===== src/rtl/flit_pkg.sv =====
package flit_pkg;

    localparam int DATA_W = 32;
    localparam int KIND_W = 3;
    localparam int FLIT_W = DATA_W + KIND_W + 1;

    typedef enum logic [KIND_W-1:0] {
        PK_SYS_CTL  = 3'b000,
        PK_SYS_RSV  = 3'b001,
        PK_STREAM   = 3'b010,
        PK_CREDIT   = 3'b011,
        PK_USER_A   = 3'b100,
        PK_USER_B   = 3'b101,
        PK_BUS_INIT = 3'b110,
        PK_BUS_TGT  = 3'b111
    } pkind_e;

    typedef struct packed {
        logic              par;
        pkind_e            kind;
        logic [DATA_W-1:0] data;
    } flit_t;

    typedef struct packed {
        logic  last;
        flit_t flit;
    } rx_entry_t;

    typedef enum logic [1:0] {
        TX_HEAD,
        TX_BODY,
        TX_TRAIL
    } tx_state_e;

    function automatic flit_t make_flit(pkind_e k, logic [DATA_W-1:0] d);
        flit_t f;
        f.kind = k;
        f.data = d;
        f.par  = ^{k, d};
        return f;
    endfunction

    function automatic logic flit_bad(flit_t f);
        return ^f;
    endfunction

endpackage


===== src/rtl/credit_counter.sv =====
module credit_counter #(
    parameter int DEPTH = 4
) (
    input  logic clk,
    input  logic rst,
    input  logic take,
    input  logic give,
    output logic has_credit
);
    localparam int CW = $clog2(DEPTH + 1);

    logic [CW-1:0] cnt;

    always_ff @(posedge clk) begin
        if (rst) begin
            cnt <= CW'(DEPTH);
        end else begin
            case ({take, give})
                2'b10:   cnt <= cnt - 1'b1;
                2'b01:   cnt <= cnt + 1'b1;
                default: cnt <= cnt;
            endcase
        end
    end

    assign has_credit = (cnt != '0);


    spend_needs_credit_chk: assert property (@(posedge clk) disable iff (rst)
        take |-> (cnt != '0));


    credit_ceiling_chk: assert property (@(posedge clk) disable iff (rst)
        cnt <= CW'(DEPTH));


    no_spurious_credit_chk: assert property (@(posedge clk) disable iff (rst)
        (give && !take) |-> (cnt < CW'(DEPTH)));

endmodule


===== src/rtl/link_tx.sv =====
module link_tx
    import flit_pkg::*;
(
    input  logic              clk,
    input  logic              rst,
    input  logic              snd_valid,
    output logic              snd_ready,
    input  logic [DATA_W-1:0] snd_data,
    input  logic [KIND_W-1:0] snd_type,
    input  logic              snd_last,
    input  logic              has_credit,
    output logic              take,
    output flit_t             out_flit,
    output logic              out_vld,
    output logic              out_end
);
    tx_state_e         state;
    pkind_e            pkt_kind;
    logic [DATA_W-1:0] sum;
    logic              word_hs;
    logic              trail_go;
    pkind_e            kind_now;

    assign snd_ready = has_credit && (state != TX_TRAIL);
    assign word_hs   = snd_valid && snd_ready;
    assign trail_go  = (state == TX_TRAIL) && has_credit;
    assign take      = word_hs || trail_go;
    assign kind_now  = (state == TX_HEAD) ? pkind_e'(snd_type) : pkt_kind;

    always_ff @(posedge clk) begin
        if (rst) begin
            state    <= TX_HEAD;
            pkt_kind <= PK_SYS_CTL;
            sum      <= '0;
            out_flit <= '0;
            out_vld  <= 1'b0;
            out_end  <= 1'b0;
        end else begin
            out_vld <= take;
            out_end <= trail_go;
            if (word_hs) begin
                out_flit <= make_flit(kind_now, snd_data);
                sum      <= sum ^ snd_data;
                pkt_kind <= kind_now;
                state    <= snd_last ? TX_TRAIL : TX_BODY;
            end else if (trail_go) begin
                out_flit <= make_flit(pkt_kind, sum);
                sum      <= '0;
                state    <= TX_HEAD;
            end
        end
    end


    tx_even_parity_chk: assert property (@(posedge clk) disable iff (rst)
        out_vld |-> !flit_bad(out_flit));


    trail_gap_chk: assert property (@(posedge clk) disable iff (rst)
        (word_hs && snd_last) |=> !snd_ready);


    end_with_vld_chk: assert property (@(posedge clk) disable iff (rst)
        out_end |-> out_vld);

endmodule


===== src/rtl/rx_buffer.sv =====
module rx_buffer #(
    parameter int DEPTH = 4,
    parameter int W     = 8
) (
    input  logic         clk,
    input  logic         rst,
    input  logic         wr,
    input  logic [W-1:0] din,
    input  logic         rd,
    output logic [W-1:0] dout,
    output logic         empty,
    output logic         full
);
    localparam int AW = (DEPTH > 1) ? $clog2(DEPTH) : 1;
    localparam int CW = $clog2(DEPTH + 1);

    logic [W-1:0]  mem [DEPTH];
    logic [AW-1:0] wp, rp;
    logic [CW-1:0] cnt;

    function automatic logic [AW-1:0] bump(logic [AW-1:0] p);
        return (p == AW'(DEPTH - 1)) ? '0 : p + 1'b1;
    endfunction

    assign empty = (cnt == '0);
    assign full  = (cnt == CW'(DEPTH));
    assign dout  = mem[rp];

    always_ff @(posedge clk) begin
        if (wr) begin
            mem[wp] <= din;
        end
    end

    always_ff @(posedge clk) begin
        if (rst) begin
            wp  <= '0;
            rp  <= '0;
            cnt <= '0;
        end else begin
            if (wr) wp <= bump(wp);
            if (rd) rp <= bump(rp);
            case ({wr, rd})
                2'b10:   cnt <= cnt + 1'b1;
                2'b01:   cnt <= cnt - 1'b1;
                default: cnt <= cnt;
            endcase
        end
    end


    no_overflow_chk: assert property (@(posedge clk) disable iff (rst)
        wr |-> !full);


    no_underflow_chk: assert property (@(posedge clk) disable iff (rst)
        rd |-> !empty);

endmodule


===== src/rtl/link_rx.sv =====
module link_rx
    import flit_pkg::*;
#(
    parameter int DEPTH = 4
) (
    input  logic              clk,
    input  logic              rst,
    input  flit_t             in_flit,
    input  logic              in_vld,
    input  logic              in_end,
    output logic              rcv_valid,
    input  logic              rcv_ready,
    output logic [DATA_W-1:0] rcv_data,
    output logic [KIND_W-1:0] rcv_type,
    output logic              rcv_end,
    output logic              par_err,
    output logic              sum_err,
    output logic              crd_out
);
    localparam int EW = $bits(rx_entry_t);

    rx_entry_t         wr_ent, rd_ent;
    logic [EW-1:0]     rd_raw;
    logic              empty, full, rd;
    logic [DATA_W-1:0] acc;

    assign wr_ent.last = in_end;
    assign wr_ent.flit = in_flit;
    assign rd_ent      = rx_entry_t'(rd_raw);
    assign rcv_valid   = !empty;
    assign rd          = rcv_valid && rcv_ready;
    assign rcv_data    = rd_ent.flit.data;
    assign rcv_type    = rd_ent.flit.kind;
    assign rcv_end     = rd_ent.last;

    rx_buffer #(.DEPTH(DEPTH), .W(EW)) u_buf (
        .clk  (clk),
        .rst  (rst),
        .wr   (in_vld),
        .din  (EW'(wr_ent)),
        .rd   (rd),
        .dout (rd_raw),
        .empty(empty),
        .full (full)
    );

    always_ff @(posedge clk) begin
        if (rst) begin
            acc     <= '0;
            par_err <= 1'b0;
            sum_err <= 1'b0;
            crd_out <= 1'b0;
        end else begin
            crd_out <= rd;
            par_err <= in_vld && flit_bad(in_flit);
            sum_err <= in_vld && in_end && (in_flit.data != acc);
            if (in_vld) begin
                acc <= in_end ? '0 : (acc ^ in_flit.data);
            end
        end
    end


    par_after_flit_chk: assert property (@(posedge clk) disable iff (rst)
        par_err |-> $past(in_vld));


    sum_after_trail_chk: assert property (@(posedge clk) disable iff (rst)
        sum_err |-> ($past(in_vld) && $past(in_end)));


    credit_after_read_chk: assert property (@(posedge clk) disable iff (rst)
        crd_out |-> $past(rcv_valid));

endmodule


===== src/rtl/flit_link_port.sv =====
module flit_link_port
    import flit_pkg::*;
#(
    parameter int DEPTH = 4
) (
    input  logic        clk,
    input  logic        rst,
    input  logic        snd_valid,
    output logic        snd_ready,
    input  logic [31:0] snd_data,
    input  logic [2:0]  snd_type,
    input  logic        snd_last,
    output logic [35:0] lnk_o_flit,
    output logic        lnk_o_vld,
    output logic        lnk_o_end,
    output logic        lnk_o_crd,
    input  logic [35:0] lnk_i_flit,
    input  logic        lnk_i_vld,
    input  logic        lnk_i_end,
    input  logic        lnk_i_crd,
    output logic        rcv_valid,
    input  logic        rcv_ready,
    output logic [31:0] rcv_data,
    output logic [2:0]  rcv_type,
    output logic        rcv_end,
    output logic        rcv_par_err,
    output logic        rcv_sum_err
);
    logic  has_credit;
    logic  take;
    flit_t tx_flit;

    credit_counter #(.DEPTH(DEPTH)) u_credit (
        .clk       (clk),
        .rst       (rst),
        .take      (take),
        .give      (lnk_i_crd),
        .has_credit(has_credit)
    );

    link_tx u_tx (
        .clk       (clk),
        .rst       (rst),
        .snd_valid (snd_valid),
        .snd_ready (snd_ready),
        .snd_data  (snd_data),
        .snd_type  (snd_type),
        .snd_last  (snd_last),
        .has_credit(has_credit),
        .take      (take),
        .out_flit  (tx_flit),
        .out_vld   (lnk_o_vld),
        .out_end   (lnk_o_end)
    );

    assign lnk_o_flit = FLIT_W'(tx_flit);

    link_rx #(.DEPTH(DEPTH)) u_rx (
        .clk      (clk),
        .rst      (rst),
        .in_flit  (flit_t'(lnk_i_flit)),
        .in_vld   (lnk_i_vld),
        .in_end   (lnk_i_end),
        .rcv_valid(rcv_valid),
        .rcv_ready(rcv_ready),
        .rcv_data (rcv_data),
        .rcv_type (rcv_type),
        .rcv_end  (rcv_end),
        .par_err  (rcv_par_err),
        .sum_err  (rcv_sum_err),
        .crd_out  (lnk_o_crd)
    );

endmodule


===== config.mk =====
export PLATFORM = sky130hd
export DESIGN_NAME = flit_link_port
export DESIGN_NICKNAME = d
export VERILOG_FILES = /design/src/rtl/flit_pkg.sv /design/src/rtl/credit_counter.sv /design/src/rtl/link_tx.sv /design/src/rtl/rx_buffer.sv /design/src/rtl/link_rx.sv /design/src/rtl/flit_link_port.sv
export SDC_FILE = /design/constraint.sdc
export NUM_CORES = 1
export LEC_CHECK = 0
export BUFFER_PORTS_ARGS = -buffer_cell sky130_fd_sc_hd__buf_2
export CELL_PAD_IN_SITES_DETAIL_PLACEMENT = 0
export CELL_PAD_IN_SITES_GLOBAL_PLACEMENT = 1
export CORE_MARGIN = 2
export CORE_UTILIZATION = 41
export CTS_BUF_LIST = sky130_fd_sc_hd__clkbuf_4
export CTS_CLUSTER_SIZE = 40
export DETAILED_ROUTE_END_ITERATION = 16
export HOLD_SLACK_MARGIN = 0.08
export PLACE_DENSITY_LB_ADDON = 0.1
export SYNTH_ARGS = -nofsm -noshare
export SYNTH_HDL_FRONTEND = slang
export SYNTH_SLANG_ARGS = --single-unit

===== constraint.sdc =====
create_clock -name clk -period 4.45 [get_ports clk]
set_input_delay 0.2225 -clock clk [delete_from_list [all_inputs] [get_ports clk]]
set_output_delay 0.2225 -clock clk [all_outputs]
set_load 0.05 [all_outputs]

* Yosys cells after proc, flatten, opt, wreduce, memory -nomap -nowiden *
Memories as Yosys holds them, arrays and structs flattened. A register that Yosys moved wholly into a read port is not among the register bits.
Index checks and enable logic that the tools add are counted.

storage, ports and cells
  register bits after elaboration = 120
  output and inout bits = 79
  memories kept = 1
  word-level logic and storage cells = 69
  RAM bits = 148

cells by class
  $add $sub $neg = 6
  reduce and logical (&&, ||, !) cells = 18
  muxes and demuxes = 17
  eq/ne operators = 9
  bitwise gates (word level) = 2

memory list
  name            words  bits a word  read ports  clocked after Yosys merged registers in  write ports  line             text
  u_rx.u_buf.mem  4      37           1           1                                        1            rx_buffer.sv:17  logic [W-1:0] mem [DEPTH];

operators by type and width
  kind                   number
  $mux W32               3
  $mux W36               2
  $reduce_xor A35 Y1     2
  $xor A32 B32 Y32       2
  $reduce_xor A36 Y1     1
  $ne A32 B32 Y1         1
  $mux W2                7
  $pmux W3 S2            2
  $eq A2 B2 Y1 const B   5
  $logic_and A1 B1 Y1    7
  $add A3 B1 Y3 const B  2
  $reduce_bool A2 Y1     3
  $sub A3 B1 Y3 const B  2
  $add A2 B1 Y2 const B  2
  $eq A2 B1 Y1 const B   2
  $logic_not A3 Y1       1
  $mux W3                1
  $reduce_bool A3 Y1     1
  $logic_not A2 Y1       1
  $mux W1                2
  $ne A2 B2 Y1 const B   1
  $logic_not A1 Y1       1
  $logic_or A1 B1 Y1     1

* Depth between registers and ports, before layout *
Gate-level depths: netlist of run 1.

  depth in word-level cells = 6
  gate-level depth with buffers = 12

* Hierarchy *
A second synthesis of run 1 with hierarchy kept.

second synthesis, totals
  cells, all modules = 962
  area, all modules = 11,712.5 um2

modules (own cells, without submodules)
  module          cells an instance  seq. area each (um2)  instances  area each (um2)
  rx_buffer       241                4,624.4               1          5,843.1
  link_tx         424                1,501.4               1          3,520.9
  link_rx         281                700.7                 1          2,188.3
  credit_counter  16                 60.1                  1          160.2

* Worst setup path after synthesis of run 1 *
OpenSTA, ideal clock, no wires.

  path type = reg-to-reg
  from = register u_credit.cnt[0]
  to = register u_credit.cnt[2]
  buffers on the path = 1
  slack = 1,559 ps
  period minus slack after synthesis = 2,891 ps
  stages on the path, launching flop included = 13
  library setup time = 127 ps
  arrival time = 2,764 ps
  cell sequence = dfxtp_1 nor3_1 nor2_1 nand2_1 nand2_1 inv_2 buf_2 ha_1 inv_1 fa_1 xor2_1 nor3_1 or3b_1

between the ends
  longest elaborated chain between the ends = 6
  elaborated cells on any way between the ends = 11

ends and longest elaborated chain
  what                                               line                  text
  start: declaration                                 credit_counter.sv:12  logic [CW-1:0] cnt;
  start signal: assignment                           credit_counter.sv:16  cnt <= CW'(DEPTH);
  start signal: assignment                           credit_counter.sv:19  2'b10: cnt <= cnt - 1'b1;
  start signal: assignment                           credit_counter.sv:20  2'b01: cnt <= cnt + 1'b1;
  $reduce_bool A3 Y1 *                               credit_counter.sv:26  assign has_credit = (cnt != '0);
  $logic_and A1 B1 Y1 *                              link_tx.sv:24         assign snd_ready = has_credit && (state != TX_TRAIL);
  net snd_ready                                      flit_link_port.sv:9   output logic snd_ready,
  $logic_and A1 B1 Y1 *                              link_tx.sv:25         assign word_hs = snd_valid && snd_ready;
  $logic_or A1 B1 Y1 *                               link_tx.sv:27         assign take = word_hs || trail_go;
  $eq A2 B1 Y1 or $eq A2 B2 Y1 (tied branches)       credit_counter.sv:18  case ({take, give})
  $pmux W3 S2 or $reduce_bool A2 Y1 (tied branches)  n/a

Mark *: on every way through the listed nets, which the timed path passes. The rest lies on a longest branch.
A chain may end at the register's enable or synchronous reset.

==> out/qor_table.md, run 1 <==
| Stage | Parameter | Reported |
|---|---|---|
| status | Status | finished, final reports clean |
| clock tree | Root cell of the clock tree | sky130_fd_sc_hd__clkbuf_4 |
| detailed routing | Total routed wirelength | 27,500 µm |
| global routing | Largest net degree at the start of global routing | 67 |
| worst hold path | Worst Hold End | u_rx.u_buf.mem[2][36]$_DFFE_PP_ |
| pwr | Net switching component of the power | 2.75 mW |
| detailed routing | Number of DRC violations after detailed routing | 0 |
| global routing | Via count of the first global-routing pass | 8,128 |
| synth | Synthesized instance count | 991 |
| pwr | Leakage power | 5.44 nW |
| synth | Syn avg cell area | 11.5 µm² |
| synth | Proportion of netlist area held by the largest area contributor | 37.8% |
| placed design | Number of I/O port buffers | 157 |
| worst hold path | Cell depth of the worst min-delay path | 1 |
| die | Vertical extent of the die | 171 µm |
| synth | YS warnings | 0 |
| setup path | Endpoint kind of the worst setup timing path | output pin |
| global routing | GR Util All Layers | 19.0% |
| clock tree | CTS H-tree lvls | 3 |
| layout | Layout Area Growth over Synthesis | 25.7% |
| clock tree | Setup Fix Bufs, Post-CTS | 0 |
| detailed routing | Via count | 8,335 |
| timing | Period utilisation layout | 64.9% |
| detailed routing | Detailed-route wire length per cell | 16.2 µm |
| placed design | RePlAce Congestion | 0.727 |
| pwr | Clock group share of total power | 29.2% |
| run | Max_cap viols | 0 |
| timing | Remaining max-slew budget at the tightest pin | 45.3% |
| global routing | Initial antenna violation count | 1 |
| detailed routing | Total iterations of the first detailed-routing run | 4 |
| die | Core area | 27,600 µm² |
| setup path | Arrival time of the worst setup path | 2.67 ns |
| setup path | Worst EP required | 4.23 ns |
| die | Initial cell density of the core | 41.4% |
| pwr | Fraction of power consumed by combinational cells | 32.0% |
| synth | Number of synthesized register bits | 266 |
| pwr | Portion of total power attributed to sequential cells | 38.7% |
| synth | Sequential cell area fraction in the yosys report | 59.2% |
| clock tree | Clock slew at the register clock pins of the worst setup and hold paths | 0.06 ns |
| timing | Actual transition at the worst max-transition pin | 0.821 ns |
| setup path | Reg-to-reg startpoint | u_credit.cnt[0]$_SDFFE_PP0P_ |
| synth | Library cell with the largest summed area after synthesis | sky130_fd_sc_hd__edfxtp_1 |
| pwr | VDD IR-drop max | 0.307 mV |
| synth | Netlist cell types | 41 |
| timing | Total negative slack for setup checks | 0 ns |
| clock tree | Clock latency on the worst-skew pair | 0.68 ns |
| die | DIE WIDTH | 171 µm |
| timing | Number of hold violations in the final report | 0 |
| synth | Dominant cell by count in the synthesized netlist | sky130_fd_sc_hd__edfxtp_1 |
| die | FP Rows | 61 |
| layout | Fraction of final layout cells with drive strength greater than 1 | 26.0% |
| detailed routing | Iteration-0 DRC count of the detailed router | 460 |
| clock tree | Number of sinks handled by clock tree synthesis | 266 |
| global routing | Overall overflow remaining after global route | 0 |
| die | DIE AREA | 29,200 µm² |
| detailed routing | Average via count per standard cell | 4.89 |
| setup path | Maximum fanout count along the critical path | 23 |
| setup path | Reg-to-reg endpoint | u_credit.cnt[2]$_SDFFE_PP1P_ |
| pwr | Design Power | 7.73 mW |
| layout | Fill count | 2,570 |
| clock tree | TritonCTS clock tree | done |
| timing | Final number of setup-violating endpoints | 0 |
| timing | Timing-limited maximum frequency | 346 MHz |
| synth | Most instantiated cells after synthesis | sky130_fd_sc_hd__edfxtp_1, sky130_fd_sc_hd__nor2_1, sky130_fd_sc_hd__dfxtp_1 |
| clock tree | Clock Path Buffers | 3 |
| pwr | Power per unit of standard cell area | 538 nW/µm² |
| layout | Nets | 1,353 |
| timing | Final Max Tran Viols | 0 |
| pwr | Int Pwr | 4.98 mW |
| worst hold path | Worst min-delay path category | input port to flip-flop |
| placed design | HPWL after detailed placement | 17,500 µm |
| timing | Final setup skew | 0.0503 ns |
| detailed routing | Antenna viol nets, final | 0 |
| synth | Net count after synthesis | 1,079 |
| setup path | Startpoint class of the critical path | flip-flop |
| worst hold path | Min-delay src | lnk_i_end |
| die | IO Pins | 158 |
| global routing | First-pass GRT wire length | 43,000 µm |
| synth | Number of synthesized flops with an enable pin | 144 |
| synth | Cell types occupying the most area after synthesis | sky130_fd_sc_hd__edfxtp_1, sky130_fd_sc_hd__dfxtp_1, sky130_fd_sc_hd__mux4_2 |
| synth | Primary FF master, synth | sky130_fd_sc_hd__edfxtp_1 |
| timing | Unrepaired setup endpoints after global routing | false |
| pwr | Proportion of total power due to net switching | 35.6% |
| clock tree | Total clock buffers created by CTS | 75 |
| timing | Min cycle time layout | 2.89 ns |
| setup path | Worst Reg2Reg Path Length in Cells | 11 |
| synth | Async SR Flop Fraction | 0% |
| setup path | FF-to-FF setup slack | 1.75 ns |
| synth | Post-synthesis cell area | 11,400 µm² |
| setup path | Kind of critical path | flip-flop to output pin |
## final cells by class
class / count / area (µm²) / area share, %
sequential: 266 / 6770 / 47.1
multi-input combinational: 639 / 4340 / 30.2
timing repair buffer: 246 / 1650 / 11.5
clock buffer: 120 / 901 / 6.27
tap: 378 / 473 / 3.29
inverter: 37 / 139 / 0.967
clock inverter: 17 / 92.6 / 0.645
antenna: 1 / 2.50 / 0.0174
## critical path: stages, from the launching register on
cell	delay, ns
sky130_fd_sc_hd__dfxtp_2	0.86
sky130_fd_sc_hd__buf_4	0.36
sky130_fd_sc_hd__mux4_2	0.54
sky130_fd_sc_hd__buf_2	0.23
## worst max-delay path by stage
stage | start | endpoint | slack [ns] | cells past startpoint
finish | flip-flop | rcv_data[12] | 1.56 | 3
detailed placement | u_credit.cnt[0]$_SDFFE_PP0P_ | u_credit.cnt[2]$_SDFFE_PP1P_ | 1.75 | 11
CTS | flip-flop | rcv_data[14] | 1.37 | 3
floorplan | u_credit.cnt[0]$_SDFFE_PP0P_ | u_credit.cnt[2]$_SDFFE_PP1P_ | 1.56 | 12
global route | flip-flop | rcv_data[14] | 1.27 | 3
global placement | u_credit.cnt[0]$_SDFFE_PP0P_ | u_credit.cnt[2]$_SDFFE_PP1P_ | 1.82 | 11
## per-layer routing
layer	wire length, µm	GRT usage (%)	up-vias
met4	566	6.63	0
met2	13500	31.8	212
met5	0	0	-
met3	1590	5.51	48
li1	-	-	4138
met1	11900	23.5	3937
## per-stage QoR
stage	std cells	setup WS, ns	hold slack, ns	cell area, µm²	util, %
after floorplan	991	1.56	0.318	11400	-
after global placement	1489	1.82	0.440	12600	45.6
after detailed placement	1489	1.75	0.449	12600	45.6
after CTS	1703	1.37	0.103	14400	52.0
after global routing	1704	1.27	0.128	14400	52.0
final	1704	1.56	0.175	14400	52.0
## power by group through the flow
stage	Sequential, mW	Clock, mW	Combinational [mW]
2_1_floorplan	3.21	0	1.73
3_3_place_gp	3.05	0	2.44
3_5_place_dp	3.05	0	2.45
4_1_cts	3.00	2.35	2.51
5_1_grt	3.03	2.50	2.68
6_report	2.99	2.26	2.47
## what timing repair did
action                                 CTS  global route
resized for setup                        0             0
hold buffers                            77             0
endpoints found under the hold margin  251             0
## registers in the layout (all words and copies together) (netlist names), named ones only
| signal | cells |
|---|---|
| u_tx.pkt_kind | 3 |
| u_tx.state | 2 |
| u_credit.cnt | 3 |
| u_rx.acc | 32 |
| u_rx.sum_err | 1 |
| u_rx.u_buf.rp | 2 |
| u_tx.out_end | 1 |
| u_rx.u_buf.mem | 144 |
| u_rx.crd_out | 1 |
| u_tx.sum | 32 |
| u_tx.out_flit | 36 |
| u_rx.par_err | 1 |
| u_tx.out_vld | 1 |
| u_rx.u_buf.cnt | 3 |
| u_rx.u_buf.wp | 2 |
## layout by cell type, fill, tap and decap left out, types with 11 or more instances in the layout
cell	Yosys	routed
sky130_fd_sc_hd__nor2_1	128	127
sky130_fd_sc_hd__xor2_1	20	20
sky130_fd_sc_hd__edfxtp_1	144	144
sky130_fd_sc_hd__buf_4	0	13
sky130_fd_sc_hd__a21oi_1	74	74
sky130_fd_sc_hd__mux4_2	36	36
sky130_fd_sc_hd__nand2_1	108	108
sky130_fd_sc_hd__buf_2	12	156
sky130_fd_sc_hd__dfxtp_1	122	121
sky130_fd_sc_hd__nor3_1	11	11
sky130_fd_sc_hd__a22oi_1	28	28
sky130_fd_sc_hd__a31oi_1	33	33
sky130_fd_sc_hd__dlygate4sd3_1	0	77
sky130_fd_sc_hd__clkbuf_4	0	120
sky130_fd_sc_hd__nor2b_1	21	20
sky130_fd_sc_hd__xnor2_1	83	83
sky130_fd_sc_hd__inv_1	36	36
sky130_fd_sc_hd__o21ai_0	34	34
## kinds of logic after synthesis
group | Yosys count | share of synthesized area (%)
buffers and inverters | 86 | 2.96
and+or+nand+nor | 289 | 10.6
adders and majority gates | 9 | 1.12
muxes | 42 | 7.62
AOI/OAI and AO/OA | 192 | 9.95
DFF | 266 | 59.2
xor gates and xnor gates | 107 | 8.58
Note: power is estimated with default switching activity, not from simulation.
==> inputs of run 2 (changes only) <==
clock period = 2.9 ns   (was 4.45 ns; I/O delays follow)
==> run 2 against run 1 <==
  * Via count fell by 0.11%
  * First-iteration DRC count fell by 2.8%
  * Sequential cell count did not move
  * Combinational power rose by 58%
  * Wire length fell by 0.53%
  * Register-to-register slack got worse by 1.5 ns
  * Non-clock buffer count rose by 16
  * Cell count rose by 0.53%
  * Highest routed layer unchanged
==> out/qor_table.md, run 2 (synthesis gave the netlist of run 1 again) <==
| Stage | Parameter | Reported | Delta |
|---|---|---|---|
| clock tree | Clock Path Buffers | 3 | unchanged |
| detailed routing | Via count | 8,326 | was 8,335 |
| pwr | Net switching component of the power | 4.19 mW | was 2.75 mW |
| layout | Fraction of final layout cells with drive strength greater than 1 | 25.9% | was 26.0% |
| detailed routing | Total iterations of the first detailed-routing run | 7 | was 4 |
| timing | Number of hold violations in the final report | 0 | unchanged |
| setup path | Startpoint class of the critical path | flip-flop | unchanged |
| setup path | CP delay by family, top | buffers and inverters | was flip-flops |
| setup path | Worst Reg2Reg Path Length in Cells | 8 | was 11 |
| setup path | Maximum fanout count along the critical path | 4 | was 23 |
| pwr | Portion of total power attributed to sequential cells | 38.6% | was 38.7% |
| clock tree | Root cell of the clock tree | sky130_fd_sc_hd__clkbuf_4 | unchanged |
| worst hold path | Worst min-delay path category | input port to flip-flop | unchanged |
| layout | Number of flip-flops under the largest register name | 144 | unchanged |
| pwr | Fraction of power consumed by combinational cells | 32.9% | was 32.0% |
| timing | Remaining max-slew budget at the tightest pin | 41.8% | was 45.3% |
| clock tree | Number of sinks handled by clock tree synthesis | 266 | unchanged |
| setup path | Endpoint kind of the worst setup timing path | flip-flop | was output pin |
| die | DIE AREA | 29,200 µm² | unchanged |
| setup path | Kind of critical path | flip-flop to flip-flop | was flip-flop to output pin |
| die | Vertical extent of the die | 171 µm | unchanged |
| detailed routing | Iteration-0 DRC count of the detailed router | 447 | was 460 |
| global routing | First-pass GRT wire length | 43,100 µm | was 43,000 µm |
| timing | Period utilisation layout | 92.4% |  |
| timing | Final setup skew | 0.0383 ns | was 0.0503 ns |
| clock tree | CTS H-tree lvls | 3 | unchanged |
| layout | Most common cell after layout, fill and taps aside | sky130_fd_sc_hd__buf_2 | unchanged |
| die | Core area | 27,600 µm² | unchanged |
| setup path | Reg-to-reg endpoint | u_tx.pkt_kind[1]$_SDFFE_PP0P_ | was u_credit.cnt[2]$_SDFFE_PP1P_ |
| detailed routing | Antenna viol nets, final | 0 | unchanged |
| pwr | VDD IR-drop max | 0.395 mV | was 0.307 mV |
| timing | Final Max Tran Viols | 0 | unchanged |
| layout | Largest registers ranked by flip-flop count | u_rx.u_buf.mem x144, u_tx.out_flit x36 | unchanged |
| global routing | Overall overflow remaining after global route | 0 | unchanged |
| setup path | Worst EP required | 3.45 ns | was 4.23 ns |
| layout | Nets | 1,367 | was 1,353 |
| timing | Timing-limited maximum frequency | 373 MHz |  |
| detailed routing | Routed length on met1 | 11,900 µm | about the same |
| timing | Unrepaired setup endpoints after global routing | false | unchanged |
| detailed routing | Highest metal layer with signal wires | met4 | unchanged |
| timing | Final Worst Setup Slack | 0.221 ns | was 1.56 ns |
| timing | Actual transition at the worst max-transition pin | 0.874 ns | was 0.821 ns |
| detailed routing | Total routed wirelength | 27,400 µm | was 27,500 µm |
| clock tree | Clock slew at the register clock pins of the worst setup and hold paths | 0.06 ns | about the same |
| layout | Util after Layout | 52.6% | was 52.0% |
| die | IO Pins | 158 | unchanged |
| setup path | Worst-path cell with the longest stage delay | sky130_fd_sc_hd__dlygate4sd3_1 | was sky130_fd_sc_hd__dfxtp_2 |
| setup path | Beginning of the critical path | u_credit.cnt[0]$_SDFFE_PP0P_ |  |
| detailed routing | Detailed-route wire length per cell | 16.0 µm | was 16.2 µm |
| detailed routing | Met2 layer wire length in the routed design | 13,600 µm | was 13,500 µm |
| setup path | FF-to-FF setup slack | 0.22 ns | was 1.75 ns |
| pwr | Proportion of total power due to net switching | 35.4% | was 35.6% |
| timing | Min cycle time layout | 2.68 ns |  |
| setup path | Worst stage delay on the critical path | 0.59 ns | was 0.86 ns |
| clock tree | Setup Fix Bufs, Post-CTS | 0 | unchanged |
| pwr | Int Pwr | 7.66 mW | was 4.98 mW |
| layout | Count of placed standard cells in the final layout, fillers left out | 1,713 | was 1,704 |
| layout | Largest register by flop count | u_rx.u_buf.mem | unchanged |
| setup path | Critical path, cell by cell | nor3_2 -> nor2_1 -> nand2_1 -> nor3_2 -> mux2i_1 -> dlygate4sd3_1 -> nor2_1 -> dlygate4sd3_1 | was buf_4 -> mux4_2 -> buf_2 |
| global routing | Via count of the first global-routing pass | 8,324 | was 8,128 |
| placed design | RePlAce Congestion | 0.737 | was 0.727 |
| worst hold path | Worst Hold End | u_rx.u_buf.mem[0][32]$_DFFE_PP_ | was u_rx.u_buf.mem[2][36]$_DFFE_PP_ |
| setup path | Combined buffer and inverter count along the critical path | 2 | unchanged |
| timing | Total negative slack for setup checks | 0 ns | unchanged |
| clock tree | Clock latency on the worst-skew pair | 0.68 ns | about the same |
| die | FP Rows | 61 | unchanged |
| setup path | Arrival time of the worst setup path | 3.23 ns | was 2.67 ns |
| setup path | Reg-to-reg startpoint | u_credit.cnt[0]$_SDFFE_PP0P_ | unchanged |
| pwr | Leakage power | 5.50 nW | was 5.44 nW |
| worst hold path | Min-delay src | lnk_i_flit[32] | was lnk_i_end |
| status | Status | finished, final reports clean | unchanged |
| global routing | GR Util All Layers | 19.0% | about the same |
| placed design | HPWL after detailed placement | 17,200 µm | was 17,500 µm |
| global routing | Initial antenna violation count | 1 | unchanged |
| placed design | Placed Instances | 1,493 | was 1,489 |
| clock tree | Total clock buffers created by CTS | 73 | was 75 |
| run | Max_cap viols | 0 | unchanged |
| detailed routing | Average via count per standard cell | 4.86 | was 4.89 |
| die | Initial cell density of the core | 41.4% | unchanged |
| layout | Leading cell types in the layout, fill and taps excluded | sky130_fd_sc_hd__buf_2, sky130_fd_sc_hd__edfxtp_1, sky130_fd_sc_hd__nor2_1, sky130_fd_sc_hd__dfxtp_1, sky130_fd_sc_hd__clkbuf_4 | unchanged |
| clock tree | TritonCTS clock tree | done | unchanged |
| die | DIE WIDTH | 171 µm | unchanged |
| worst hold path | Cell depth of the worst min-delay path | 2 | was 1 |
| detailed routing | Number of DRC violations after detailed routing | 0 | unchanged |
| global routing | Largest net degree at the start of global routing | 78 | was 67 |
| pwr | Clock group share of total power | 28.5% | was 29.2% |
| detailed routing | Routed met3 length | 1530 µm | was 1590 µm |
| placed design | Number of I/O port buffers | 157 | unchanged |
| placed design | Worst slack at placement | 0.195 ns | was 1.75 ns |
| pwr | Power per unit of standard cell area | 816 nW/µm² | was 538 nW/µm² |
| layout | Layout Area Growth over Synthesis | 27.2% | was 25.7% |
| timing | Final number of setup-violating endpoints | 0 | unchanged |
==> run 2: worst reg2reg max path, delay by kind of cell, from the launching register on <==
kind | cells | cell delay [ns]
flops | 1 | 0.42
simple gates | 5 | 0.71
mux | 1 | 0.29
buf+inv | 2 | 1.18
==> run 2: worst max-delay path by stage <==
stage                               endpoint  slack (ns)  cells after the start
2_1_floorplan   u_credit.cnt[2]$_SDFFE_PP1P_       0.009                     12
4_1_cts        u_tx.pkt_kind[0]$_SDFFE_PP0P_        0.13                      8
6_report       u_tx.pkt_kind[1]$_SDFFE_PP0P_        0.22                      8
3_3_place_gp    u_credit.cnt[2]$_SDFFE_PP1P_        0.27                     11
5_1_grt        u_tx.pkt_kind[1]$_SDFFE_PP0P_        0.07                      8
3_5_place_dp    u_credit.cnt[2]$_SDFFE_PP1P_        0.20                     11
==> run 2: metal layers <==
layer,up-vias,track usage (%)
met5,-,0
met4,0,5.45
met3,33,5.41
met2,191,33.2
met1,3934,22.9
li1,4168,-
==> run 2: area by class of cell <==
cell class	instances	area (µm²)
fill	2560	13100
sequential	266	6770
inverter	37	139
antenna	1	2.50
clock inverter	13	76.3
multi-input combinational	639	4350
tap	378	473
timing repair buffer	262	1850
clock buffer	117	878
==> run 2: power groups by stage <==
| stage | logic [mW] | registers (mW) | clock network [mW] |
|---|---|---|---|
| 6_report | 3.90 | 4.57 | 3.38 |
| 5_1_grt | 4.25 | 4.62 | 3.74 |
| 4_1_cts | 3.96 | 4.57 | 3.53 |
| 3_5_place_dp | 3.82 | 4.65 | 0 |
| 3_3_place_gp | 3.81 | 4.65 | 0 |
| 2_1_floorplan | 2.65 | 4.93 | 0 |
==> run 2: through the flow <==
stage          power (mW)  area, µm²  hold WS (ns)
2_1_floorplan        7.58      11400         0.241
3_3_place_gp         8.46      12700         0.388
3_5_place_dp         8.47      12700         0.386
4_1_cts              12.1      14500         0.182
5_1_grt              12.6      14500         0.196
6_report             11.9      14500         0.251
==> run 2: timing repair <==
item	in CTS	in global routing
setup endpoints to repair	0	3
hold buffers	89	0
hold endpoints to repair	265	0
gates resized for setup	0	2
